[config.mk]
export PLATFORM = sky130hd
export DESIGN_NAME = lsu_align_top
export DESIGN_NICKNAME = d
export VERILOG_FILES = /design/src/rtl/lsu_pkg.sv /design/src/rtl/lsu_decode.sv /design/src/rtl/lsu_agu.sv /design/src/rtl/lsu_store_path.sv /design/src/rtl/lsu_load_path.sv /design/src/rtl/lsu_align_top.sv
export SDC_FILE = /design/constraint.sdc
export NUM_CORES = 1
export LEC_CHECK = 0
export BUFFER_PORTS_ARGS = -buffer_cell sky130_fd_sc_hd__buf_2
export CORE_UTILIZATION = 41
export CTS_CLUSTER_DIAMETER = 60
export DETAILED_ROUTE_END_ITERATION = 7
export GPL_TIMING_DRIVEN = 0
export PLACE_DENSITY = 0.88
export SYNTH_ARGS = -nofsm -noshare
export SYNTH_HDL_FRONTEND = slang
export SYNTH_SLANG_ARGS = --single-unit
[constraint.sdc]
create_clock -name clk_i -period 4.3 [get_ports clk_i]
set_input_delay 1.075 -clock clk_i [delete_from_list [all_inputs] [get_ports clk_i]]
set_output_delay 1.075 -clock clk_i [all_outputs]
set_load 0.01 [all_outputs]
[src/rtl/lsu_pkg.sv]
package lsu_pkg;
  localparam int DATA_W = 32;
  localparam int LANES  = DATA_W / 8;
  localparam int OFF_W  = $clog2(LANES);

  localparam logic [5:0] OP_LDB  = 6'h20;
  localparam logic [5:0] OP_LDH  = 6'h21;
  localparam logic [5:0] OP_LDW  = 6'h23;
  localparam logic [5:0] OP_LDBU = 6'h24;
  localparam logic [5:0] OP_LDHU = 6'h25;
  localparam logic [5:0] OP_STB  = 6'h28;
  localparam logic [5:0] OP_STH  = 6'h29;
  localparam logic [5:0] OP_STW  = 6'h2b;

  typedef enum logic [1:0] {
    SZ_BYTE = 2'd0,
    SZ_HALF = 2'd1,
    SZ_WORD = 2'd2
  } acc_size_e;

  typedef struct packed {
    logic      valid;
    logic      is_store;
    logic      is_signed;
    acc_size_e size;
  } acc_ctrl_t;
endpackage

[src/rtl/lsu_decode.sv]
module lsu_decode
  import lsu_pkg::*;
(
  input  logic [5:0] opcode_i,
  output acc_ctrl_t  ctrl_o
);
  always_comb begin
    ctrl_o = '{valid: 1'b0, is_store: 1'b0, is_signed: 1'b0, size: SZ_BYTE};
    unique case (opcode_i)
      OP_LDB:  ctrl_o = '{valid: 1'b1, is_store: 1'b0, is_signed: 1'b1, size: SZ_BYTE};
      OP_LDH:  ctrl_o = '{valid: 1'b1, is_store: 1'b0, is_signed: 1'b1, size: SZ_HALF};
      OP_LDW:  ctrl_o = '{valid: 1'b1, is_store: 1'b0, is_signed: 1'b0, size: SZ_WORD};
      OP_LDBU: ctrl_o = '{valid: 1'b1, is_store: 1'b0, is_signed: 1'b0, size: SZ_BYTE};
      OP_LDHU: ctrl_o = '{valid: 1'b1, is_store: 1'b0, is_signed: 1'b0, size: SZ_HALF};
      OP_STB:  ctrl_o = '{valid: 1'b1, is_store: 1'b1, is_signed: 1'b0, size: SZ_BYTE};
      OP_STH:  ctrl_o = '{valid: 1'b1, is_store: 1'b1, is_signed: 1'b0, size: SZ_HALF};
      OP_STW:  ctrl_o = '{valid: 1'b1, is_store: 1'b1, is_signed: 1'b0, size: SZ_WORD};
      default: ;
    endcase
  end
endmodule

[src/rtl/lsu_agu.sv]
module lsu_agu #(
  parameter int ADDR_W = 32,
  parameter int DISP_W = 16
) (
  input  logic [ADDR_W-1:0] base_i,
  input  logic [DISP_W-1:0] disp_i,
  output logic [ADDR_W-1:0] ea_o
);
  localparam int EXT_W = ADDR_W - DISP_W;

  logic [ADDR_W-1:0] disp_sx;

  assign disp_sx = {{EXT_W{disp_i[DISP_W-1]}}, disp_i};
  assign ea_o    = base_i + disp_sx;
endmodule

[src/rtl/lsu_store_path.sv]
module lsu_store_path
  import lsu_pkg::*;
(
  input  acc_ctrl_t         ctrl_i,
  input  logic [OFF_W-1:0]  off_i,
  input  logic [DATA_W-1:0] store_data_i,
  output logic [LANES-1:0]  lane_en_o,
  output logic [DATA_W-1:0] wdata_o,
  output logic              misalign_o
);
  always_comb begin
    unique case (ctrl_i.size)
      SZ_HALF: misalign_o = off_i[0];
      SZ_WORD: misalign_o = |off_i;
      default: misalign_o = 1'b0;
    endcase
  end

  // lane l holds big-endian byte offset LANES-1-l
  for (genvar l = 0; l < LANES; l++) begin : g_lane
    localparam int BO = LANES - 1 - l;
    localparam logic [OFF_W-1:0] BO_V = OFF_W'(BO);
    localparam int HSRC = (BO % 2 == 0) ? 1 : 0;
    logic       sel;
    logic [7:0] byte_v;

    always_comb begin
      sel    = 1'b0;
      byte_v = 8'h00;
      unique case (ctrl_i.size)
        SZ_BYTE: begin
          sel    = (off_i == BO_V);
          byte_v = store_data_i[7:0];
        end
        SZ_HALF: begin
          sel    = (off_i[OFF_W-1:1] == BO_V[OFF_W-1:1]);
          byte_v = store_data_i[8*HSRC +: 8];
        end
        SZ_WORD: begin
          sel    = 1'b1;
          byte_v = store_data_i[8*l +: 8];
        end
        default: ;
      endcase
    end

    assign lane_en_o[l]       = sel;
    assign wdata_o[8*l +: 8]  = sel ? byte_v : 8'h00;
  end
endmodule

[src/rtl/lsu_load_path.sv]
module lsu_load_path
  import lsu_pkg::*;
(
  input  logic              clk_i,
  input  logic              rst_ni,
  input  logic              load_go_i,
  input  acc_ctrl_t         ctrl_i,
  input  logic [OFF_W-1:0]  off_i,
  input  logic [DATA_W-1:0] rdata_i,
  output logic              done_o,
  output logic [DATA_W-1:0] data_o
);
  acc_size_e        size_q;
  logic             sign_q;
  logic [OFF_W-1:0] off_q;
  logic             done_q;

  always_ff @(posedge clk_i or negedge rst_ni) begin
    if (!rst_ni) begin
      size_q <= SZ_BYTE;
      sign_q <= 1'b0;
      off_q  <= '0;
      done_q <= 1'b0;
    end else begin
      done_q <= load_go_i;
      if (load_go_i) begin
        size_q <= ctrl_i.size;
        sign_q <= ctrl_i.is_signed;
        off_q  <= off_i;
      end
    end
  end

  logic [OFF_W-1:0]  bsel, hsel;
  logic [DATA_W-1:0] b_shift, h_shift;
  logic [7:0]        b_val;
  logic [15:0]       h_val;

  assign bsel    = OFF_W'(LANES - 1) - off_q;
  assign hsel    = OFF_W'(LANES - 2) - off_q;
  assign b_shift = rdata_i >> {bsel, 3'b000};
  assign h_shift = rdata_i >> {hsel, 3'b000};
  assign b_val   = b_shift[7:0];
  assign h_val   = h_shift[15:0];

  always_comb begin
    unique case (size_q)
      SZ_BYTE: data_o = {{(DATA_W-8){sign_q & b_val[7]}}, b_val};
      SZ_HALF: data_o = {{(DATA_W-16){sign_q & h_val[15]}}, h_val};
      default: data_o = rdata_i;
    endcase
  end

  assign done_o = done_q;
endmodule

[src/rtl/lsu_align_top.sv]
module lsu_align_top
  import lsu_pkg::*;
#(
  parameter int ADDR_W = 32,
  parameter int DISP_W = 16
) (
  input  logic                      clk_i,
  input  logic                      rst_ni,
  input  logic                      req_i,
  input  logic [5:0]                opcode_i,
  input  logic [ADDR_W-1:0]         base_i,
  input  logic [DISP_W-1:0]         disp_i,
  input  logic [DATA_W-1:0]         store_data_i,
  output logic                      mem_req_o,
  output logic                      mem_we_o,
  output logic [ADDR_W-OFF_W-1:0]   mem_addr_o,
  output logic [LANES-1:0]          mem_be_o,
  output logic [DATA_W-1:0]         mem_wdata_o,
  input  logic [DATA_W-1:0]         mem_rdata_i,
  output logic                      misalign_o,
  output logic                      load_done_o,
  output logic [DATA_W-1:0]         load_data_o
);
  acc_ctrl_t         ctrl;
  logic [ADDR_W-1:0] ea;
  logic [OFF_W-1:0]  off;
  logic [LANES-1:0]  lane_en;
  logic              bad_align;
  logic              live;

  lsu_decode u_dec (
    .opcode_i (opcode_i),
    .ctrl_o   (ctrl)
  );

  lsu_agu #(.ADDR_W(ADDR_W), .DISP_W(DISP_W)) u_agu (
    .base_i (base_i),
    .disp_i (disp_i),
    .ea_o   (ea)
  );

  assign off = ea[OFF_W-1:0];

  lsu_store_path u_st (
    .ctrl_i       (ctrl),
    .off_i        (off),
    .store_data_i (store_data_i),
    .lane_en_o    (lane_en),
    .wdata_o      (mem_wdata_o),
    .misalign_o   (bad_align)
  );

  assign live        = req_i & ctrl.valid;
  assign misalign_o  = live & bad_align;
  assign mem_req_o   = live & ~bad_align;
  assign mem_we_o    = mem_req_o & ctrl.is_store;
  assign mem_addr_o  = ea[ADDR_W-1:OFF_W];
  assign mem_be_o    = mem_we_o ? lane_en : '0;

  lsu_load_path u_ld (
    .clk_i     (clk_i),
    .rst_ni    (rst_ni),
    .load_go_i (mem_req_o & ~ctrl.is_store),
    .ctrl_i    (ctrl),
    .off_i     (off),
    .rdata_i   (mem_rdata_i),
    .done_o    (load_done_o),
    .data_o    (load_data_o)
  );
endmodule

# Yosys cells after proc, flatten, opt, wreduce, memory -nomap -nowiden

Cells that the tools add are included.
Widths: inputs -> output; s select.

$add $sub $neg: 3
Eq/ne operators: 14
Shift-type cells: 2
Muxes and demuxes: 16
Bitwise logic cells: 10
Reductions and logical operators: 7

Operators by type and width:

| kind                | count |
|---|---|
| $pmux 32 s2         | 1 |
| $eq 6x6->1 const B  | 8 |
| $mux 8              | 5 |
| $pmux 5 s8          | 1 |
| $add 32x32->32      | 1 |
| $pmux 8 s2          | 2 |
| $shr 32x5->16       | 1 |
| $shr 32x5->8        | 1 |
| $pmux 8 s3          | 1 |
| $pmux 1 s3          | 4 |
| $and 1x1->1         | 7 |
| $eq 2x1->1 const B  | 3 |
| $eq 2x2->1 const B  | 3 |
| $logic_not 2->1     | 3 |
| $reduce_or 2->1     | 3 |
| $mux 4              | 1 |
| $sub 2x2->2 const A | 2 |
| $not 1->1           | 3 |
| $reduce_or 3->1     | 1 |
| $pmux 1 s2          | 1 |

Register bits after elaboration: 6
Bits of input ports: 121
Output and inout bits: 102
Word-level logic and storage cells: 56

# Depth between registers and ports, before layout

Depth in word-level cells: 8
Depth in mapped cells: 11
Depth with buffers taken out: 11

# By module

From an unflattened synthesis, not the netlist that was laid out.

Cells, all modules: 548
Area total of the unflattened synthesis: 3,956.3 um2

By module, submodules not included:

| module         | instances | cells each | area an instance (um2) | seq. area each (um2) |
|---|---|---|---|---|
| lsu_agu        | 1         | 275        | 2,045.7                | 0.0 |
| lsu_load_path  | 1         | 163        | 1,183.6                | 150.1 |
| lsu_store_path | 1         | 90         | 596.8                  | 0.0 |
| lsu_decode     | 1         | 11         | 76.3                   | 0.0 |
| lsu_align_top  | 1         | 9          | 53.8                   | 0.0 |

# Worst setup path before layout

OpenSTA, ideal clock, no wires.

Path kind: in2out
Start: input opcode_i[4]
End: output mem_be_o[0]
Arrival: 3.133 ns
Required time: 3.225 ns
Slack: 0.092 ns
Stages: 10
Buffers on the path: 0
Cells stage by stage: nand2b_1 -> a21oi_1 -> nor3b_1 -> inv_1 -> ha_1 -> o21ai_0 -> o21ai_0 -> a21oi_1 -> nand4_1 -> nor3_1

RTL lines:

| item        | line                | RTL |
|---|---|---|
| from (decl) | lsu_align_top.sv:10 | `input logic [5:0] opcode_i,` |
| to (decl)   | lsu_align_top.sv:17 | `output logic [LANES-1:0] mem_be_o,` |

# Worst setup path in the final report

Start: input disp_i[7]
End: output mem_addr_o[24]

Cells in the longest elaborated chain, start to end: 1

RTL lines:

| item           | line                | RTL |
|---|---|---|
| from (decl)    | lsu_align_top.sv:12 | `input logic [DISP_W-1:0] disp_i,` |
| $add 32x32->32 | lsu_agu.sv:14       | `assign ea_o = base_i + disp_sx;` |
| to (decl)      | lsu_align_top.sv:16 | `output logic [ADDR_W-OFF_W-1:0] mem_addr_o,` |

No other way between the ends.

==> results.json <==
{
  "hp-class": "flop to flop",
  "p_sw_frac": 0.488,
  "via_per_inst": 5.81,
  "power_density_nw_per_um2": 221,
  "grt_pass1_wl_um": 22000,
  "clkSlewWorstSetupHoldPaths_ns": 0.03,
  "dieHeight_um": 97.2,
  "p_comb_frac": 0.877,
  "worst_slew_pin_slew_ns": 0.989,
  "maxCapViolCount": 0,
  "grt_max_degree": 18,
  "antenna_found_initial": 0,
  "rsz0062_at_grt": "true",
  "fin_area_um2": 5640,
  "critPathKind": "primary input to primary output",
  "regArea_um2": 150,
  "wire_per_inst_um": 16.5,
  "drtPass1Iterations": 8,
  "multi_input_area_um2": 3580,
  "outcome": "finished with violations",
  "worstSkewPairLatency_ns": 0.22,
  "cts_buffers": 3,
  "layout_min_cycle_time_ns": 4.49,
  "skew_ns": 0,
  "finalMaxSlewViolations": 0,
  "p_clk_frac": 0.066,
  "grt_pass1_vias": 4615,
  "netlist_instances": 558,
  "num_antenna_cells": 0,
  "synth_edf_count": 0,
  "p_int_uw": 639,
  "critPathMaxFanout": 3,
  "die_area_um2": 9440,
  "finalHoldViolCount": 0,
  "netlist.area_leader.share": 0.118,
  "placed_area_um2": 4960,
  "synthTopCellsByArea": "ha_1 (12%), nand2_1 (8.4%), buf_4 (6.1%)",
  "final-setup-viol-count": 7,
  "endpoint_kind": "primary output",
  "syn_to_final_growth_pct": 51.8,
  "max-slew-margin-rel": 0.339,
  "async_flop_share": 1.00,
  "ys_seq_elements": 6,
  "fmax_mhz": 223,
  "critPathLaunchType": "primary input",
  "drt_iter0_drc": 401,
  "drt-total-wl_um": 14800,
  "die_w_um": 97.2,
  "ios": 223,
  "ir_drop_mv": 0.117,
  "cts_tree": "built",
  "synth_most_common_cell": "nand2_1",
  "vias": 5207,
  "clkSinkCount": 6,
  "gp_congestion": 0.976,
  "cts_root_buf": "clkbuf_8",
  "numPortBuffers": 222,
  "cp.required_ns": 3.22,
  "violations": "DRC, setup timing",
  "p_leak_nw": 2.88,
  "fillers": 806,
  "place_hpwl_um": 10700,
  "num_rows": 34,
  "fin_ws_ns": -0.191,
  "ys_types": 62,
  "p_sw_uw": 610,
  "drive_gt1_frac": 0.462,
  "gr-total-overflow": 0,
  "syn-cell-area_um2": 3710,
  "ys_seq_area_frac": 0.0404,
  "clk_path_buf_depth": 2,
  "yosysTopAreaCell": "ha_1",
  "synth_ff_type": "dfrtp_1",
  "yosysWarnings": 0,
  "drc_errors": 3,
  "fin_tns_setup_ns": -0.767,
  "fp.coreArea_um2": 8760,
  "synth_commonest_cells": "nand2_1 (83), nor2_1 (58), a21oi_1 (44)",
  "initial_core_util": 0.424,
  "crit_arrival_ns": 3.42,
  "htree_levels": 1,
  "fin_worst_hold_slack_ns": 0.603,
  "seq_power_share": 0.057,
  "postSynthAreaPerCell_um2": 6.66,
  "synth_fp_nets": 715,
  "ant_nets": 0,
  "grtUsageTotal": 0.275,
  "timing.final.crit_share": 1.04,
  "layout.nets": 947
}
## final cells by class
cell class,count,share of cell area
Buffer,41,0.0437
Clock buffer,3,0.00733
Inverter,19,0.0127
Multi-Input combinational cell,471,0.634
Sequential cell,6,0.0266
Tap cell,108,0.0240
Timing Repair Buffer,248,0.251
## worst max-delay path, stage by stage
cell,delay (ns)
buf_6,0.10
ha_4,0.23
a21o_1,0.19
a221o_1,0.38
nor3b_4,0.17
or3_4,0.36
o41ai_4,0.43
o21bai_1,0.13
xnor2_1,0.20
buf_2,0.16
## layer usage
metal	up-vias	GRT usage	share of wire
met5	-	0	0
met4	0	0.0643	0.020
met3	33	0.0360	0.086
met2	328	0.502	0.51
met1	2376	0.340	0.39
li1	2470	-	-
## what timing repair did
item / in CTS / in global routing
gates resized for setup: 50 / 78
endpoints found under the setup margin: 51 / 54
pin swaps: 23 / 31
setup buffers: 14 / 12
hold buffers: 0 / 0
## through the flow
stage / power, mW / util / std cells / worst slack [ns]
2_1_floorplan: 0.719 / - / 558 / 0.0920
3_3_place_gp: 1.02 / 0.566 / 888 / -0.439
3_5_place_dp: 1.03 / 0.566 / 888 / -0.444
4_1_cts: 1.17 / 0.606 / 898 / -0.164
5_1_grt: 1.34 / 0.643 / 896 / -0.292
6_report: 1.25 / 0.643 / 896 / -0.191
## state kept, by name (all words and copies together), names as in the netlist
register	flops
u_ld.done_o	1
u_ld.off_q	2
u_ld.sign_q	1
u_ld.size_q	2
## kinds of logic (layout without fill, tap and decap cells)
logic type | count (synthesis) | after routing | synth area share
adder cells (fa/ha/maj) | 36 | 36 | 0.123
AO/OA/AOI/OAI | 182 | 182 | 0.335
flip-flops | 6 | 6 | 0.0404
multiplexers | 17 | 17 | 0.0627
XOR/XNOR | 29 | 29 | 0.0684
AND/OR/NAND/NOR | 207 | 207 | 0.254
buffers and inverters | 81 | 311 | 0.116
## path summary, 6_finish.rpt
check                                          startpoint                         to  slack (ns)  cells past startpoint
worst max-delay path                            disp_i[7]             mem_addr_o[24]       -0.19                     10
worst min-delay path              u_ld.sign_q$_DFFE_PN0P_    u_ld.sign_q$_DFFE_PN0P_        0.60                      2
worst max register to register  u_ld.off_q[0]$_DFFE_PN0P_  u_ld.off_q[0]$_DFFE_PN0P_        2.83                      4
worst min register to register    u_ld.sign_q$_DFFE_PN0P_    u_ld.sign_q$_DFFE_PN0P_        0.60                      2
max in group asynchronous                          rst_ni      u_ld.done_o$_DFF_PN0_        3.48                      1
min in group asynchronous                          rst_ni    u_ld.sign_q$_DFFE_PN0P_        0.67                      1
## layout by cell type, fill, tap and decap left out, types with 3 or more instances in the layout
master / n
a21o_1: 14
a21oi_1: 33
a21oi_2: 8
a21oi_4: 3
a221o_1: 7
a222oi_1: 8
a22oi_1: 25
and2_1: 9
buf_2: 210
buf_4: 40
buf_6: 20
clkbuf_1: 13
clkbuf_2: 3
clkbuf_4: 3
clkbuf_8: 3
dfrtp_1: 6
ha_1: 17
ha_2: 10
ha_4: 8
inv_1: 17
mux2i_1: 12
mux4_2: 5
nand2_1: 80
nand2_2: 3
nand2b_1: 4
nand3_1: 12
nand3b_1: 4
nand4_1: 7
nor2_1: 53
nor2_2: 4
nor2b_1: 7
nor3_1: 3
o21a_1: 4
o21ai_0: 30
o21ai_1: 5
o21ai_2: 4
o21bai_1: 7
xnor2_1: 13
xnor2_2: 3
xor2_1: 13
## power groups by stage
stage / clock network, mW / logic (mW) / registers, mW
4_1_cts: 0.0840 / 1.01 / 0.0707
3_3_place_gp: 0 / 0.950 / 0.0710
5_1_grt: 0.0880 / 1.18 / 0.0717
6_report: 0.0825 / 1.09 / 0.0715
2_1_floorplan: 0 / 0.649 / 0.0696
3_5_place_dp: 0 / 0.962 / 0.0714
Note: power is estimated with default switching activity, not from simulation.
